## config.mk

```make
export PLATFORM = sky130hd
export DESIGN_NAME = endian_lane_swapper
export DESIGN_NICKNAME = d
export VERILOG_FILES = /design/src/rtl/els_pkg.sv /design/src/rtl/els_key_sel.sv /design/src/rtl/els_permute.sv /design/src/rtl/els_out_stage.sv /design/src/rtl/endian_lane_swapper.sv
export SDC_FILE = /design/constraint.sdc
export NUM_CORES = 1
export LEC_CHECK = 0
export BUFFER_PORTS_ARGS = -buffer_cell sky130_fd_sc_hd__buf_4
export CAP_MARGIN = 20
export CORE_ASPECT_RATIO = 0.7
export CORE_MARGIN = 1.5
export CORE_UTILIZATION = 32
export CTS_BUF_LIST = sky130_fd_sc_hd__clkbuf_8
export DETAILED_ROUTE_END_ITERATION = 12
export MAX_ROUTING_LAYER = met4
export SYNTH_ARGS = -nofsm -noshare
export SYNTH_HDL_FRONTEND = slang
export SYNTH_HIERARCHICAL = 1
export SYNTH_SLANG_ARGS = --single-unit
export TNS_END_PERCENT = 10
```

## constraint.sdc

```tcl
create_clock -name clk -period 2.4 [get_ports clk]
set_input_delay 0.36 -clock clk [delete_from_list [all_inputs] [get_ports clk]]
set_output_delay 0.36 -clock clk [all_outputs]
set_load 0.005 [all_outputs]
```

## src/rtl/els_pkg.sv

```systemverilog
package els_pkg;
  typedef enum logic [1:0] {
    SZ_BYTE = 2'b00,
    SZ_WORD = 2'b01,
    SZ_LONG = 2'b10,
    SZ_RSVD = 2'b11
  } xfer_size_e;
endpackage

```

## src/rtl/els_key_sel.sv

```systemverilog
// Picks the lane XOR key from the transfer size and the ordering bit.
module els_key_sel #(
  parameter int LANES = 4,
  localparam int IDX_W = $clog2(LANES)
) (
  input  logic [1:0]       size,
  input  logic             big,
  output logic [IDX_W-1:0] key
);
  import els_pkg::*;
  localparam logic [IDX_W-1:0] PAIR_KEY = IDX_W'(1);
  localparam logic [IDX_W-1:0] HALF_KEY = IDX_W'(LANES / 2);

  always_comb begin
    unique case (xfer_size_e'(size))
      SZ_BYTE: key = PAIR_KEY;
      SZ_WORD: key = big ? '0 : PAIR_KEY;
      default: key = big ? '0 : HALF_KEY;
    endcase
  end
endmodule

```

## src/rtl/els_permute.sv

```systemverilog
// Moves every byte lane (data and enable) to lane index XOR key.
module els_permute #(
  parameter int LANES  = 4,
  parameter int LANE_W = 8,
  localparam int IDX_W  = $clog2(LANES),
  localparam int DATA_W = LANES * LANE_W
) (
  input  logic [DATA_W-1:0] din,
  input  logic [LANES-1:0]  be_in,
  input  logic [IDX_W-1:0]  key,
  output logic [DATA_W-1:0] dout,
  output logic [LANES-1:0]  be_out
);
  for (genvar o = 0; o < LANES; o++) begin : g_lane
    logic [IDX_W-1:0] src;
    always_comb begin
      src = IDX_W'(o) ^ key;
      dout[o*LANE_W +: LANE_W] = din[src*LANE_W +: LANE_W];
      be_out[o] = be_in[src];
    end
  end
endmodule

```

## src/rtl/els_out_stage.sv

```systemverilog
// Optional output register with synchronous clear.
module els_out_stage #(
  parameter int W       = 72,
  parameter bit REG_OUT = 1'b1
) (
  input  logic         clk,
  input  logic         rst,
  input  logic [W-1:0] d,
  output logic [W-1:0] q
);
  if (REG_OUT) begin : g_reg
    always_ff @(posedge clk) begin
      if (rst) q <= '0;
      else     q <= d;
    end
  end else begin : g_wire
    assign q = d;
  end
endmodule

```

## src/rtl/endian_lane_swapper.sv

```systemverilog
module endian_lane_swapper #(
  parameter int LANES   = 4,
  parameter int LANE_W  = 8,
  parameter bit REG_OUT = 1'b1,
  localparam int IDX_W  = $clog2(LANES),
  localparam int DATA_W = LANES * LANE_W
) (
  input  logic              clk,
  input  logic              rst,
  input  logic              cfg_we,
  input  logic              cfg_mst_big,
  input  logic              cfg_slv_big,
  input  logic              xfer_slave,
  input  logic [1:0]        xfer_size,
  input  logic [DATA_W-1:0] wr_data,
  input  logic [LANES-1:0]  wr_be,
  input  logic [DATA_W-1:0] rd_data,
  input  logic [LANES-1:0]  rd_be,
  output logic [DATA_W-1:0] ext_wr_data,
  output logic [LANES-1:0]  ext_wr_be,
  output logic [DATA_W-1:0] loc_rd_data,
  output logic [LANES-1:0]  loc_rd_be
);
  localparam int BUS_W = 2 * (DATA_W + LANES);

  logic mst_big_q, slv_big_q, big_sel;
  logic [IDX_W-1:0]  key;
  logic [DATA_W-1:0] wr_perm, rd_perm;
  logic [LANES-1:0]  wbe_perm, rbe_perm;

  // Stored ordering bits, cleared by reset
  always_ff @(posedge clk) begin
    if (rst) begin
      mst_big_q <= 1'b0;
      slv_big_q <= 1'b0;
    end else if (cfg_we) begin
      mst_big_q <= cfg_mst_big;
      slv_big_q <= cfg_slv_big;
    end
  end

  assign big_sel = xfer_slave ? slv_big_q : mst_big_q;

  els_key_sel #(.LANES(LANES)) u_key (
    .size(xfer_size), .big(big_sel), .key(key)
  );

  els_permute #(.LANES(LANES), .LANE_W(LANE_W)) u_wr_perm (
    .din(wr_data), .be_in(wr_be), .key(key), .dout(wr_perm), .be_out(wbe_perm)
  );

  els_permute #(.LANES(LANES), .LANE_W(LANE_W)) u_rd_perm (
    .din(rd_data), .be_in(rd_be), .key(key), .dout(rd_perm), .be_out(rbe_perm)
  );

  els_out_stage #(.W(BUS_W), .REG_OUT(REG_OUT)) u_out (
    .clk(clk), .rst(rst),
    .d({wr_perm, wbe_perm, rd_perm, rbe_perm}),
    .q({ext_wr_data, ext_wr_be, loc_rd_data, loc_rd_be})
  );
endmodule

```

# == After elaboration in Yosys (flattened, before gate mapping) ==
# Cells that the tools add are included.
# word_totals
reg_bits,74
in_bits,80
out_inout_bits,72
word_cells,40
# classes
order_cmp,4
n_eq_ne,1
shifts,8
mux,20
n_bitwise,3
n_reduce_logical,1
# ops
op,count
indexed part select 32 x 6 -> 8 bit,8
binary-select mux 1 bit (select 2 bit),8
"< comparator 2 x 3 -> 1 bit, second input constant",4
2-to-1 mux 1 bit,10
one-hot mux 2 bit (2 select lines),1
"equality test 2 x 1 -> 1 bit, second input constant",1
logical NOT 2 bit,1
2-to-1 mux 2 bit,1
NOT 1 bit,2
NOT 2 bit,1

# == Logic depth before layout (Yosys ltp) ==
# Gate-level depths: netlist of the first run.
# logic_depth
ltp_word,6
ltp_mapped,7
mapped_depth_nobuf,4

# == By module ==
# The synthesis of the first run kept the hierarchy.
# by_module_without_submodules
mod,instances,cells_each,area_each_um2,seq_area_each_um2
els_out_stage,1,152,1981.9,1441.4
els_permute,2,44,929.6,0.0
endian_lane_swapper,1,7,82.6,40.0
els_key_sel,1,2,11.3,0.0

# == Worst setup path before layout of the first run ==
# Ideal clock, no wire load.
# synth_path
path_kind,input to register
from,in xfer_slave
to,reg u_out.q[69]
setup_time_ns,0.114
arrival_ns,1.812
required_time_ns,2.286
setup_slack_ns,0.473
path_stages,6
n_path_buf,2
cell_sequence,mux2_4 -> a21oi_1 -> buf_6 -> buf_6 -> mux4_2 -> nor2b_1
# synth_between
elab_chain_cells,5
elab_cells_between_ends,6
classes_between,shift: 1; mux: 4; bitwise: 1
# synth_rtl
element,line,text
from (decl),endian_lane_swapper.sv:13,"input logic xfer_slave,"
2-to-1 mux 1 bit,endian_lane_swapper.sv:42,assign big_sel = xfer_slave ? slv_big_q : mst_big_q;
2-to-1 mux 1 bit,els_key_sel.sv:17,SZ_WORD: key = big ? '0 : PAIR_KEY;
one-hot mux 2 bit (2 select lines),els_key_sel.sv:15,unique case (xfer_size_e'(size))
via key[0],endian_lane_swapper.sv:27,logic [IDX_W-1:0] key;
NOT 2 bit (no source line),n/a,
indexed part select 32 x 6 -> 8 bit,els_permute.sv:18,dout[o*LANE_W +: LANE_W] = din[src*LANE_W +: LANE_W];
via wr_perm[29],endian_lane_swapper.sv:28,"logic [DATA_W-1:0] wr_perm, rd_perm;"
to (signal assigned),els_out_stage.sv:13,if (rst) q <= '0;
to (signal assigned),els_out_stage.sv:14,else q <= d;
to (decl),els_out_stage.sv:9,output logic [W-1:0] q
# The timed path passes the listed nets, and every way through them passes these cells.
# A chain may end at the register's enable or synchronous reset.

# == Final worst setup path of the first run ==
# layout_path
from,reg mst_big_q
to,reg u_out.q[2]
# layout_between
elab_cells_between_ends,7
classes_between,mux: 6; bitwise: 1
# layout_lines
element,line,text
from (decl),endian_lane_swapper.sv:26,"logic mst_big_q, slv_big_q, big_sel;"
from (signal assigned),endian_lane_swapper.sv:37,mst_big_q <= cfg_mst_big;
2-to-1 mux 1 bit,endian_lane_swapper.sv:42,
via big_sel,endian_lane_swapper.sv:26,
2-to-1 mux 1 bit,els_key_sel.sv:17,
one-hot mux 2 bit (2 select lines),els_key_sel.sv:15,
via key[0],endian_lane_swapper.sv:27,
binary-select mux 1 bit (select 2 bit),els_permute.sv:19,be_out[o] = be_in[src];
2-to-1 mux 1 bit (not written as such),els_permute.sv:19,
via rbe_perm[2],endian_lane_swapper.sv:29,"logic [LANES-1:0] wbe_perm, rbe_perm;"
# The timed path passes the listed nets, and every way through them passes these cells. The select of a mux whose other input is x is not followed.

==> results of run 1 <==
[worst max-delay path by stage]
stage                     cells after the start     endpoint       start  slack (ns)
after floorplan                               6  u_out/q[69]  xfer_slave        0.47
after global placement                        6  u_out/q[58]  xfer_slave        0.26
after detailed placement                      6  u_out/q[58]  xfer_slave        0.23
after CTS                                     5   u_out/q[2]   mst_big_q        0.40
after global routing                          5  u_out/q[58]   mst_big_q        0.33
final                                         5   u_out/q[2]   mst_big_q        0.42
[through the flow]
| step | utilization, % | hold slack [ns] | area, um2 | setup slack (ns) | instances |
|---|---|---|---|---|---|
| after floorplan | - | 0.432 | 3940 | 0.473 | 249 |
| after global placement | 42.8 | 0.484 | 5070 | 0.259 | 537 |
| after detailed placement | 42.8 | 0.491 | 5070 | 0.229 | 537 |
| after CTS | 44.4 | 0.219 | 5260 | 0.400 | 553 |
| after global routing | 44.4 | 0.234 | 5260 | 0.325 | 553 |
| final | 44.4 | 0.250 | 5260 | 0.425 | 553 |
[cell type report]
type / count / area share [%]
Sequential cell: 74 / 28.2
Clock inverter: 5 / 0.713
Clock buffer: 11 / 2.88
Timing Repair Buffer: 155 / 23.1
Tap cell: 157 / 3.73
Multi-Input combinational cell: 151 / 41.5
[cell usage in the layout (no fill, tap or decap), types with 2 or more instances in the layout]
| cell | count |
|---|---|
| buf_12 | 4 |
| buf_4 | 151 |
| clkbuf_8 | 11 |
| clkinvlp_4 | 2 |
| dfxtp_1 | 74 |
| mux2i_1 | 2 |
| mux4_1 | 10 |
| mux4_2 | 62 |
| nor2_1 | 2 |
| nor2b_1 | 72 |
[worst max-delay path, delay by kind of cell (launching register included)]
family	cells	cell delay, ns
multiplexers	2	0.88
buffers and inverters	1	0.27
AO/OA/AOI/OAI	1	0.20
AND/OR/NAND/NOR	1	0.14
flip-flops	1	0.32
[state kept, by name (all words and copies together), names as in the netlist]
register	count
slv_big_q	1
u_out/q	72
mst_big_q	1
[logic make-up (layout without fill, tap and decap cells)]
kind of cell | count (synthesis) | after routing | synth area share, %
mux | 75 | 75 | 43.1
compound gates | 1 | 1 | 0.127
buf+inv | 24 | 171 | 7.38
flops | 74 | 74 | 37.6
simple gates | 75 | 75 | 11.8
[power breakdown]
group | internal [mW] | switching (mW) | total [mW]
clock | 0.435 | 0.464 | 0.899
combinational | 0.517 | 0.271 | 0.788
sequential | 1.34 | 0.0325 | 1.37
[metal layers]
metal | global-route usage [%] | routed length, um
met2 | 19.0 | 3910
met4 | 6.00 | 201
met5 | - | 0
met3 | 3.05 | 381
met1 | 17.9 | 3850
==> impl_metrics.yaml, run 1 <==
sta:
  hold_violations: 0
  final.period_utilization_pct: 82.3
  max_slew.worst_pin.slew_ns: 0.749
  fin_skew_ns: 0.00898
  setup_tns_ns: 0
  rsz0062_at_grt: "false"
  setup_viol: 0
  slew_viol_final: 0
  slew_headroom_pct: 50.0
  fmax_mhz: 506
  final.min_clock_period_ns: 1.98
synthesis:
  synth_area_leaders: "dfxtp_1, mux4_2, nor2b_1"
  synth_top_area_share_pct: 37.6
  mappedNetlistArea_mm2: 0.00394
  synthMostInstantiatedCell: "dfxtp_1"
  yosys-top-cells-count: "dfxtp_1, nor2b_1, mux4_2"
  yosysWarnings: 6
  synth_top_area_cell: "dfxtp_1"
  yosysSeqAreaShare_pct: 37.6
  syn_avg_cell_area_um2: 15.8
  postSynth.asyncResetShare_pct: 0
  ys_ff_latch: 74
  synthCells: 249
  ys_types: 11
  synth-edff-count: 0
  synth_nets: 329
  ys.flop_type: "dfxtp_1"
die:
  rows: 33
  dieArea_mm2: 0.0130
  start_util_pct: 33.2
  die-width_um: 136
  dieHeight_um: 95.8
  core_area_mm2: 0.0119
  ios: 152
clocking:
  clock_latency_ns: 0.34
  cts_root_buffer: "clkbuf_8"
  post_cts_buffers: 0
  clkTransAtPathRegs_ns: 0.08
  cts_resized: 0
  postCtsHoldBufs: 0
  cts_tree: "yes"
  clock_path_buffers: 2
  cts_max_level: 3
  cts_made_buffers: 9
  clock-sinks: 74
global_routing:
  grt_pass1_wl_um: 12600
  grt_pass1_vias: 2418
  groute.usage.overall_pct: 13.3
  grt-ovfl-total: 0
  grt_max_degree: 75
  antenna_found_initial: 0
final_layout:
  num_antenna_cells: 0
  syn2layout_area_growth_pct: 33.7
  seq_area_mm2: 0.00148
  drive_gt1_share_pct: 59.6
  nFillCells: 1097
  nets: 471
  multiInputGateArea_mm2: 0.00218
worst_setup_path:
  r2r_end: "u_out/q[2]"
  r2r_slack_ns: 0.42
  critical_path.startpoint_type: "flip-flop"
  reg2reg_from: "mst_big_q"
  required_ns: 2.60
  crit_fanout: 36
  crit_type: "flip-flop to flip-flop"
  critical_path.max_stage_delay_ns: 0.58
  reg2regPathDepth: 5
  critPathCaptureType: "flip-flop"
  slowest_stage: "mux4_1"
  cp_cell_sequence: "mux2_4 -> a21oi_4 -> buf_12 -> mux4_1 -> nor2b_1"
  cp.arrival_ns: 2.17
detailed_routing:
  dr.first_iter.drc_count: 89
  antenna_left: 0
  drc: 0
  wl_um: 8340
  drt_first_pass_iters: 4
  dr_total_vias: 2637
  vias_per_cell: 4.77
  wl_per_cell_um: 15.1
power:
  total_power_mw: 3.06
  leakagePower_nw: 2.17
  peakVddDrop_uv: 271
  pwr_density_cell_mw_per_mm2: 581
place:
  port-buffer-count: 151
  place_congestion: 0.745
  dp_hpwl_um: 6220
hold_path:
  hold_class: "input port to flip-flop"
  min_path_cells: 3
  min_from: "cfg_slv_big"
  holdPathEnd: "slv_big_q"
run:
  max_cap_viol_count: 0
outcome:
  status: "finished clean"
(Power assumes the default switching activity.)
==> run 2: changes to the inputs <==
--- a/config.mk
+++ b/config.mk
@@ -5,6 +5,7 @@
 export SDC_FILE = /design/constraint.sdc
 export NUM_CORES = 1
 export LEC_CHECK = 0
+export ABC_AREA = 1
 export BUFFER_PORTS_ARGS = -buffer_cell sky130_fd_sc_hd__buf_4
 export CAP_MARGIN = 20
 export CORE_ASPECT_RATIO = 0.7
==> constraint.sdc (replaced) <==
create_clock -name clk -period 1.91 [get_ports clk]
set_input_delay 0.2865 -clock clk [delete_from_list [all_inputs] [get_ports clk]]
set_output_delay 0.2865 -clock clk [all_outputs]
set_load 0.005 [all_outputs]
==> impl_metrics.yaml, run 2 <==
hold_path:
  min_path_cells: 3
  min_from: "cfg_we"
  hold_class: "input port to flip-flop"
  holdPathEnd: "mst_big_q"
synthesis:
  postSynth.asyncResetShare_pct: 0
  synthCells: 707
  ys_types: 12
  mappedNetlistArea_mm2: 0.00423
  synth_area_leaders: "dfxtp_1, nand2_1, nand3_1"
  synth_top_area_share_pct: 35.0
  synth_top_area_cell: "dfxtp_1"
  ys.flop_type: "dfxtp_1"
  ys_ff_latch: 74
  yosys-top-cells-count: "nand2_1, inv_1, nand3_1"
  synth-edff-count: 0
  synth_nets: 787
  syn_avg_cell_area_um2: 5.99
  synthMostInstantiatedCell: "nand2_1"
  yosysWarnings: 6
  yosysSeqAreaShare_pct: 35.0
detailed_routing:
  drc: 0
  dr.first_iter.drc_count: 262
  wl_um: 10400
  vias_per_cell: 4.38
  antenna_left: 0
  drt_first_pass_iters: 4
  dr_total_vias: 4419
  wl_per_cell_um: 10.3
clocking:
  clock-sinks: 74
  clock_path_buffers: 2
  clkTransAtPathRegs_ns: 0.08
  cts_root_buffer: "clkbuf_8"
  postCtsHoldBufs: 0
  clock_latency_ns: 0.34
  cts_made_buffers: 9
  cts_tree: "yes"
  cts_max_level: 3
  post_cts_buffers: 0
die:
  die-width_um: 140
  core_area_mm2: 0.0127
  rows: 34
  dieArea_mm2: 0.0139
  start_util_pct: 33.4
  dieHeight_um: 99.2
  ios: 152
worst_setup_path:
  critPathCaptureType: "flip-flop"
  crit_fanout: 36
  critical_path.startpoint_type: "flip-flop"
  crit_type: "flip-flop to flip-flop"
  r2r_end: "u_out/q[64]"
  reg2reg_from: "mst_big_q"
  reg2regPathDepth: 9
  r2r_slack_ns: 0.20
  required_ns: 2.19
  cp.arrival_ns: 1.99
sta:
  final.period_utilization_pct: 89.6
  max_slew.worst_pin.slew_ns: 0.373
  setup_viol: 0
  slew_viol_final: 0
  rsz0062_at_grt: "false"
  fmax_mhz: 585
  fin_skew_ns: 0.00382
  slew_headroom_pct: 75.0
  hold_violations: 0
  final.min_clock_period_ns: 1.71
power:
  leakagePower_nw: 3.41
  pwr_density_cell_mw_per_mm2: 696
  peakVddDrop_uv: 228
  switching_share_pct: 31.1
  total_power_mw: 3.87
  seq_power_share_pct: 44.7
  switching_power_mw: 1.20
  comb_power_share_pct: 29.0
  p_int_mw: 2.67
  clkPwrFrac_pct: 26.3
final_layout:
  nFillCells: 1383
  layout_commonest_cell: "nand2_1"
  top_regs: "u_out/q: 72 flops, mst_big_q: 1 flops, slv_big_q: 1 flops"
  syn2layout_area_growth_pct: 31.5
  fin_area_mm2: 0.00556
  top_register: "u_out/q"
  multiInputGateArea_mm2: 0.00187
  seq_area_mm2: 0.00148
  num_antenna_cells: 0
  largest_reg_flops: 72
  final_cell_mix: "nand2_1, buf_4, inv_1, nand3_1, nor2_1"
  drive_gt1_share_pct: 21.3
  nets: 923
place:
  place_congestion: 0.825
  port-buffer-count: 151
  place_area_mm2: 0.00541
  dp_hpwl_um: 7480
global_routing:
  groute.usage.overall_pct: 15.7
  grt_pass1_vias: 4001
  grt_max_degree: 73
  grt_pass1_wl_um: 17400
  grt-ovfl-total: 0
  antenna_found_initial: 0
run:
  max_cap_viol_count: 0
outcome:
  status: "finished clean"
run 2: cell types whose count changed in the layout (fill, tap and decap cells not counted), sizes merged, moves of 6 or more:
| cell | before | now |
|---|---|---|
| nand2 | 0 | 221 |
| inv | 1 | 155 |
| nor2 | 2 | 77 |
| mux4 | 72 | 0 |
| nand3 | 0 | 144 |
| buf | 155 | 161 |
| nor2b | 73 | 0 |
run 2: timing repair:
item	4_1_cts	5_1_grt
gates resized for setup	1	2
endpoints found under the hold margin	0	0
endpoints found under the setup margin	23	17
pin swaps	0	0
run 2: layer usage:
| layer | track usage (%) | wire length (um) |
|---|---|---|
| met5 | - | 0 |
| met4 | 4.89 | 147 |
| met3 | 4.81 | 806 |
| met2 | 23.8 | 4340 |
| met1 | 20.1 | 5080 |
run 2: layout make-up:
class                      instances  share of cell area (%)
multi-input combinational        444                    33.6
clock buffer                       9                    2.23
timing repair buffer             161                    22.8
inverter                         153                    10.6
tap                              162                    3.64
clock inverter                     6                   0.495
sequential                        74                    26.6
run 2: kinds of logic after synthesis:
family          after synthesis  synth area share [%]
compound gates                2                 0.236
flops                        74                  35.0
buf+inv                     189                  21.3
simple gates                442                  43.5
run 2: worst max-delay path, cell delays in order, from the launching register on:
cell and delay (ns):
dfxtp_1 0.35, inv_1 0.05, o21ai_1 0.31, nor2_4 0.13
buf_4 0.19, inv_4 0.27, nand3_1 0.14, nand2_1 0.09
inv_1 0.04, nor2_1 0.07
run 2: through the flow:
stage	std cells	setup slack [ns]	TNS, ns	util (%)	hold slack (ns)
after global placement	994	-0.0498	-0.682	42.7	0.472
after floorplan	707	0.493	0	-	0.416
final	1009	0.199	0	43.9	0.190
after detailed placement	994	-0.0502	-1.20	42.7	0.471
after global routing	1009	0.0287	0	43.9	0.166
after CTS	1009	0.140	0	43.9	0.156
run 2: worst max path at each step:
stage | startpoint | to | slack (ns) | depth (start not counted)
after floorplan | mst_big_q | u_out/q[71] | 0.49 | 11
after global placement | xfer_slave | u_out/q[14] | -0.05 | 10
after detailed placement | xfer_slave | u_out/q[11] | -0.05 | 10
after CTS | mst_big_q | u_out/q[11] | 0.14 | 10
after global routing | mst_big_q | u_out/q[4] | 0.03 | 10
final | mst_big_q | u_out/q[64] | 0.20 | 9
run 2: power groups by stage:
stage	clock network [mW]	registers [mW]	logic, mW
finish	1.02	1.73	1.12
global route	1.15	1.74	1.29
CTS	1.09	1.73	1.13
detailed placement	0	1.77	1.13
global placement	0	1.77	1.13
floorplan	0	1.78	0.681
==> run 3: changes to the inputs <==
==> constraint.sdc (replaced) <==
create_clock -name clk -period 2.1 [get_ports clk]
set_input_delay 0.315 -clock clk [delete_from_list [all_inputs] [get_ports clk]]
set_output_delay 0.315 -clock clk [all_outputs]
set_load 0.005 [all_outputs]
==> impl_metrics.yaml, run 3 (synthesis gave the netlist of run 2 again) <==
sta:
  max_slew.worst_pin.slew_ns: 0.565
  final.min_clock_period_ns: 1.87
  slew_headroom_pct: 62.0
  hold_violations: 0
  slew_viol_final: 0
  fin_skew_ns: 0.00787
  rsz0062_at_grt: "false"
  setup_ws_ns: 0.232
  setup_viol: 0
  fmax_mhz: 535
  final.period_utilization_pct: 89.0
  setup_tns_ns: 0
detailed_routing:
  wl_um: 10600
  antenna_left: 0
  dr_total_vias: 4413
  vias_per_cell: 4.39
  wl_per_cell_um: 10.5
  drc: 0
  drt_first_pass_iters: 5
  dr.first_iter.drc_count: 270
power:
  peakVddDrop_uv: 437
  total_power_mw: 3.96
  leakagePower_nw: 3.41
  pwr_density_cell_mw_per_mm2: 710
final_layout:
  nFillCells: 1358
  num_antenna_cells: 0
  fin_area_mm2: 0.00558
  layout_commonest_cell: "nand2_1"
  final_cell_mix: "nand2_1, buf_4, inv_1, nand3_1, nor2_1"
  finalNonFillerCells: 1006
  nets: 919
  drive_gt1_share_pct: 21.2
  syn2layout_area_growth_pct: 31.8
  top_regs: "u_out/q: 72 flops, mst_big_q: 1 flops, slv_big_q: 1 flops"
  top_register: "u_out/q"
  largest_reg_flops: 72
die:
  dieHeight_um: 99.2
  dieArea_mm2: 0.0139
  ios: 152
  die-width_um: 140
  start_util_pct: 33.4
  rows: 34
  core_area_mm2: 0.0127
worst_setup_path:
  reg2regPathDepth: 9
  r2r_slack_ns: 0.23
  cp-endpoint: "u_out/q[35]"
  crit_family: "compound AO/OA/AOI/OAI gates"
  critical_path.startpoint_type: "flip-flop"
  startpoint: "mst_big_q"
  r2r_end: "u_out/q[35]"
  worst-path-buf-inv: 3
  cp.arrival_ns: 2.09
  crit_fanout: 36
  cp.depth: 9
  reg2reg_from: "mst_big_q"
  cp_cell_sequence: "inv_1 -> o21ai_0 -> a21oi_4 -> inv_4 -> nand2_1 -> nand3_1 -> nand2_1 -> inv_1 -> nor2_1"
  required_ns: 2.32
  critical_path.max_stage_delay_ns: 0.45
  crit_type: "flip-flop to flip-flop"
  critPathCaptureType: "flip-flop"
  slowest_stage: "o21ai_0"
global_routing:
  groute.usage.overall_pct: 15.7
  antenna_found_initial: 0
  grt-ovfl-total: 0
  grt_pass1_wl_um: 17200
  grt_max_degree: 39
  grt_pass1_vias: 3837
clocking:
  clock_latency_ns: 0.35
  cts_made_buffers: 9
  clock_path_buffers: 2
  cts_max_level: 3
  clock-sinks: 74
  cts_tree: "yes"
  cts_root_buffer: "clkbuf_8"
  clkTransAtPathRegs_ns: 0.08
  post_cts_buffers: 0
  postCtsHoldBufs: 0
  cts_resized: 0
place:
  dpl.cell_count: 990
  place_area_mm2: 0.00533
  dp_hpwl_um: 7690
  post-place-ws_ns: 0.137
  place_congestion: 0.821
  port-buffer-count: 151
run:
  max_cap_viol_count: 0
outcome:
  status: "finished clean"
hold_path:
  hold_class: "input port to flip-flop"
## run 3: worst min path at each step
stage	from	end	slack (ns)	cells after the start
after CTS	cfg_we	mst_big_q	0.19	3
after global placement	slv_big_q	slv_big_q	0.47	2
final	cfg_we	mst_big_q	0.22	3
after floorplan	cfg_we	mst_big_q	0.44	2
after detailed placement	slv_big_q	slv_big_q	0.47	2
after global routing	cfg_we	mst_big_q	0.19	3
## run 3: metal layers
metal	vias to the layer above	GRT usage [%]	routed length (um)
met2	148	24.1	4700
li1	2355	-	-
met4	0	4.25	52
met5	-	-	0
met3	6	4.67	806
met1	1904	20.1	5040
## run 3: worst reg2reg max path: cells and delay by family, from the launching register on
kind	cells	cell delay, ns
AND/OR/NAND/NOR	4	0.31
AO/OA/AOI/OAI	2	0.66
buffers and inverters	3	0.42
flip-flops	1	0.34
## run 3: report_power, final
| group | leakage [nW] | total, mW | switching, mW | internal (mW) |
|---|---|---|---|---|
| clock | 0.129 | 1.39 | 0.543 | 0.851 |
| sequential | 0.616 | 1.57 | 0.0375 | 1.53 |
| combinational | 2.67 | 0.998 | 0.534 | 0.464 |
| total | 3.41 | 3.96 | 1.11 | 2.85 |
## run 3: metrics by stage
| step | util [%] | hold WS (ns) |
|---|---|---|
| after global placement | 42.0 | 0.466 |
| after CTS | 44.0 | 0.186 |
| after global routing | 44.0 | 0.186 |
| final | 44.0 | 0.215 |
| after detailed placement | 42.0 | 0.469 |
| after floorplan | - | 0.444 |
## run 3: final cells by class
type / count / area, um2 / share of cell area (%)
clock buffers: 11 / 151 / 2.71
clock inverters: 5 / 100 / 1.79
inverters: 153 / 584 / 10.5
multi-input cells: 444 / 1870 / 33.5
flip-flops and latches: 74 / 1480 / 26.6
well taps: 162 / 203 / 3.63
repair buffers: 157 / 1190 / 21.4
